## config.mk

```make
export PLATFORM = sky130hd
export DESIGN_NAME = hbridge_ctrl
export DESIGN_NICKNAME = d
export VERILOG_FILES = /design/src/rtl/hbridge_ctrl.sv
export SDC_FILE = /design/constraint.sdc
export NUM_CORES = 1
export LEC_CHECK = 0
export BUFFER_PORTS_ARGS = -buffer_cell sky130_fd_sc_hd__buf_2
export CAP_MARGIN = 5
export CORE_AREA = 3 3 50 43
export DETAILED_ROUTE_END_ITERATION = 10
export DIE_AREA = 0 0 53 46
export PLACE_DENSITY = 0.71
export SLEW_MARGIN = 40
export SYNTH_ARGS = -nofsm -noshare
export SYNTH_HDL_FRONTEND = slang
export SYNTH_SLANG_ARGS = --single-unit
```

## constraint.sdc

```tcl
create_clock -name clk -period 3.8 [get_ports clk]
set_input_delay 0.19 -clock clk [delete_from_list [all_inputs] [get_ports clk]]
set_output_delay 0.19 -clock clk [all_outputs]
set_load 0.1 [all_outputs]
```

## src/rtl/hbridge_ctrl.sv

```systemverilog
module hbridge_ctrl #(
  parameter int ACT_DLY = 8
) (
  input  logic       clk,
  input  logic       rst_n,
  input  logic       mode_active,
  input  logic [3:0] cfg_state,
  input  logic [1:0] pwm_en,
  input  logic       pwm_swap,
  input  logic       recov_hold,
  input  logic [1:0] pwm_in,
  input  logic       uv_flag,
  input  logic       ov_flag,
  input  logic [1:0] oc_flag,
  input  logic       stat_clr,
  output logic [1:0] hs_en,
  output logic [1:0] ls_en,
  output logic [1:0] hiz,
  output logic       glob_fault,
  output logic       stat_uv,
  output logic       stat_ov,
  output logic [1:0] stat_oc
);
  localparam int CW = $clog2(ACT_DLY + 1);
  localparam logic [1:0] ST_OFF = 2'b00;
  localparam logic [1:0] ST_LS  = 2'b01;
  localparam logic [1:0] ST_HS  = 2'b10;

  logic [1:0] pwm_m, pwm_s;
  logic [CW-1:0] cnt;
  logic ready, supply_lock;

  always_ff @(posedge clk or negedge rst_n)
    if (!rst_n) begin
      pwm_m <= '0;
      pwm_s <= '0;
    end else begin
      pwm_m <= pwm_in;
      pwm_s <= pwm_m;
    end

  always_ff @(posedge clk or negedge rst_n)
    if (!rst_n) cnt <= '0;
    else if (!mode_active) cnt <= '0;
    else if (cnt != CW'(ACT_DLY)) cnt <= cnt + 1'b1;

  assign ready = mode_active && (cnt == CW'(ACT_DLY));
  assign supply_lock = uv_flag || ov_flag || (recov_hold && (stat_uv || stat_ov));

  always_ff @(posedge clk or negedge rst_n)
    if (!rst_n) begin
      stat_uv <= 1'b0;
      stat_ov <= 1'b0;
      stat_oc <= '0;
    end else begin
      stat_uv <= uv_flag || (stat_uv && !stat_clr);
      stat_ov <= ov_flag || (stat_ov && !stat_clr);
      stat_oc <= oc_flag | (stat_oc & {2{!stat_clr}});
    end

  assign glob_fault = stat_uv || stat_ov || (|stat_oc);

  for (genvar i = 0; i < 2; i++) begin : g_out
    logic [1:0] prog, req, tgt, cur;
    logic psel;
    assign psel = (i == 1 && !pwm_swap) ? pwm_s[1] : pwm_s[0];
    assign prog = cfg_state[2*i +: 2];
    always_comb begin
      req = (prog == 2'b11) ? ST_OFF : prog;
      if (pwm_en[i] && req == ST_HS && !psel) req = ST_LS;
      tgt = (ready && !supply_lock && !stat_oc[i] && !oc_flag[i]) ? req : ST_OFF;
    end
    always_ff @(posedge clk or negedge rst_n)
      if (!rst_n) cur <= ST_OFF;
      else if (tgt != cur) cur <= (cur != ST_OFF) ? ST_OFF : tgt;
    assign hs_en[i] = (cur == ST_HS);
    assign ls_en[i] = (cur == ST_LS);
    assign hiz[i]   = (cur == ST_OFF);
  end
endmodule

```

==> impl_metrics.tcl <==
set metrics [dict create \
    initial_core_util_pct 44.25 \
    power_frac_clock_pct 31.3 \
    ios 29 \
    drive_gt1_share_pct 36.00 \
    ant_nets 0 \
    drt-wirelength-per-cell_um 12.44 \
    maxCapViolations 0 \
    critPathTopFamily "simple AND/OR/NAND/NOR gates" \
    fillers 141 \
    rows 13 \
    arrival_ps 1660 \
    coreArea_um2 1643 \
    required_ps 3610 \
    internal-power_mw 0.2551 \
    finalSetupViolCount 0 \
    post-dp-hpwl_um 1223 \
    synth_cells 65 \
    grt_first_pass_wirelength_um 2352 \
    cts_made_buffers 3 \
    period_needed_ps 1852 \
    p_total_mw 0.3532 \
    synth_edf_count 0 \
    yosys_warnings 0 \
    finalMaxSlewViolations 0 \
    post-place-ws_ps 2261 \
    clockBufferDepth 2 \
    slew_headroom_pct 67.39 \
    nNetsFinal 121 \
    regArea_um2 400.4 \
    drtIter0Drc 4 \
    ys_seq_area_share_pct 55.08 \
    cts_htree_levels 1 \
    p_comb_share_pct 16.5 \
    clkSlewWorstSetupHoldPaths_ps 90 \
    cts_root_buf "clkbuf_4" \
    routed_via_density 4.910 \
    dp.cells 115 \
    synthFlopType "dfrtp_1" \
    port-buffer-count 28 \
    fin_crit_sh_pct 48.72 \
    synthArstFlopShare_pct 100.0 \
    rsz0062_at_grt "false" \
    grt_max_degree 17 \
    die_area_um2 2438 \
    whs_ps 85.25 \
    first_pass_iters 3 \
    crit_path_cell_trace "or4_2 -> buf_2" \
    peakVddDrop_v 0.0002549 \
    min_path_type "input pin to flip-flop" \
    synth_area_um2 726.9 \
    synth_top_cell_area_share_pct 55.08 \
    power_density_nw_per_um2 367.6 \
    path_max_fanout 4 \
    track_usage_pct 13.74 \
    finalWorstSetupSlack_ps 1948 \
    chipWidth_um 53 \
    worst_slew_pin_slew_ps 492.6 \
    status "complete, no violations" \
    fin_worst_skew_ps 7.975 \
    cp_slowest_stage_delay_ps 650 \
    synth_cell_types 23 \
    cts_sinks 16 \
    die_h_um 46 \
    worstSetupPathType "flip-flop to primary output" \
    drc 0 \
    cts_tree "yes" \
    switchingPower_mw 0.09811 \
    leakage_nw 0.4613 \
    gr-total-overflow 0 \
    synthToLayoutAreaGrowth_pct 32.19 \
    antenna_found_initial 0 \
    multi_input_area_um2 315.3 \
    slowest_stage "or4_2" \
    instances_no_fill 122 \
    hold_viol 0 \
    gp_congestion 0.7289 \
    critPathBufInv 1 \
    num_vias 599 \
    ys_top_cells_by_area "dfrtp_1 (55%), nor2b_1 (5.2%), ha_1 (3.4%), o21ai_0 (3.4%), a211oi_1 (3.1%)" \
    power_frac_seq_pct 52.2 \
    synthesis.nets 85 \
    n_antenna_cell 0 \
    fin_area_um2 960.9 \
    grt_pass1_vias 600 \
    fmax_mhz 540.1 \
    insertion_delay_ps 290 \
    dpl_cell_area_um2 894.6 \
    drt-total-wl_um 1518 \
    switching_share_pct 27.77 \
    endpoint_kind "primary output" \
    cts_resized 0 \
    syn_avg_cell_area_um2 11.18 \
    synth_top_area_cell "dfrtp_1" \
    fin_util_pct 58.49 \
    ys_ff_latch 16 \
    timing.setup.tns_ps 0 \
    cp-start-kind "flip-flop" \
]
[layout make-up]
class | count | share of cell area (%)
clock buffer | 4 | 3.776
inverter | 3 | 1.172
multi-input combinational | 46 | 32.81
timing repair buffer | 31 | 17.71
tap | 22 | 2.865
sequential | 16 | 41.67
[flip-flops by register name (all words and copies together) (netlist names)]
name and cells:
pwm_m 2, stat_ov 1, stat_uv 1, pwm_s 2, g_out.cur 4, stat_oc 2
cnt 4
[Yosys cell counts (all sizes together), types with 2 or more instances]
library cell	count
a211oi	3
a21o	4
dfrtp	16
ha	2
inv	3
nand2	3
nand2b	3
nand3	3
nor2	5
nor2b	6
o21ai	5
xnor2	2
[power groups by stage]
stage / sequential, mW / clock (mW) / combinational, mW
after global routing: 0.185 / 0.123 / 0.0631
final: 0.184 / 0.111 / 0.0584
after floorplan: 0.208 / 0 / 0.0149
after CTS: 0.184 / 0.115 / 0.0591
after global placement: 0.187 / 0 / 0.0556
after detailed placement: 0.188 / 0 / 0.0566
[logic make-up (layout without fill, tap and decap cells)]
family / Yosys count / after routing / share of synthesized area, %
adders and majority gates: 2 / 2 / 3.442
muxes: 1 / 1 / 1.377
and+or+nand+nor: 28 / 28 / 23.24
AOI/OAI and AO/OA: 13 / 13 / 12.91
DFF: 16 / 16 / 55.08
xor gates and xnor gates: 2 / 2 / 2.410
buffers and inverters: 3 / 38 / 1.549
[per-layer routing]
| metal | vias to the layer above | track usage [%] | part of all wire, % |
|---|---|---|---|
| met3 | 2 | 6.557 | 5.6 |
| met4 | 0 | 3.571 | 0.53 |
| met2 | 14 | 25.25 | 49 |
| met5 | - | 0 | 0 |
| met1 | 279 | 13.96 | 45 |
| li1 | 304 | - | - |
[placed cells by master (no fill, tap or decap)]
master,instances
dlygate4sd3_1,3
buf_2,28
nor2_1,5
nand3_1,3
and4b_1,1
or4_2,1
mux2i_1,1
ha_1,2
clkbuf_4,3
or4b_1,1
xnor2_1,2
nand2b_1,3
a211oi_1,3
or3_2,1
nor2b_1,6
dfrtp_1,16
clkbuf_8,1
nand4_1,1
nand4b_1,1
nand2_1,3
nor4bb_1,1
a2111oi_2,1
a21o_2,1
inv_1,3
a21o_1,3
o21ai_0,5
and2_1,1
[what timing repair did]
| item | 4_1_cts | 5_1_grt |
|---|---|---|
| hold buffers | 3 | 0 |
| endpoints found under the hold margin | 18 | 0 |
| setup buffers | 0 | 0 |
[worst paths after layout]
kind                       startpoint              end  slack [ps]  cells past startpoint
max                           stat_uv       glob_fault        1950                      2
min                         pwm_en[1]  g_out[1].cur[1]          90                      2
max reg2reg                    cnt[0]  g_out[1].cur[1]        2350                      5
min reg2reg                  pwm_m[0]         pwm_s[0]         360                      0
max in group asynchronous       rst_n         pwm_s[0]        3210                      2
min in group asynchronous       rst_n  g_out[0].cur[1]         330                      2
No activity file was read; power rests on OpenSTA's default activity.
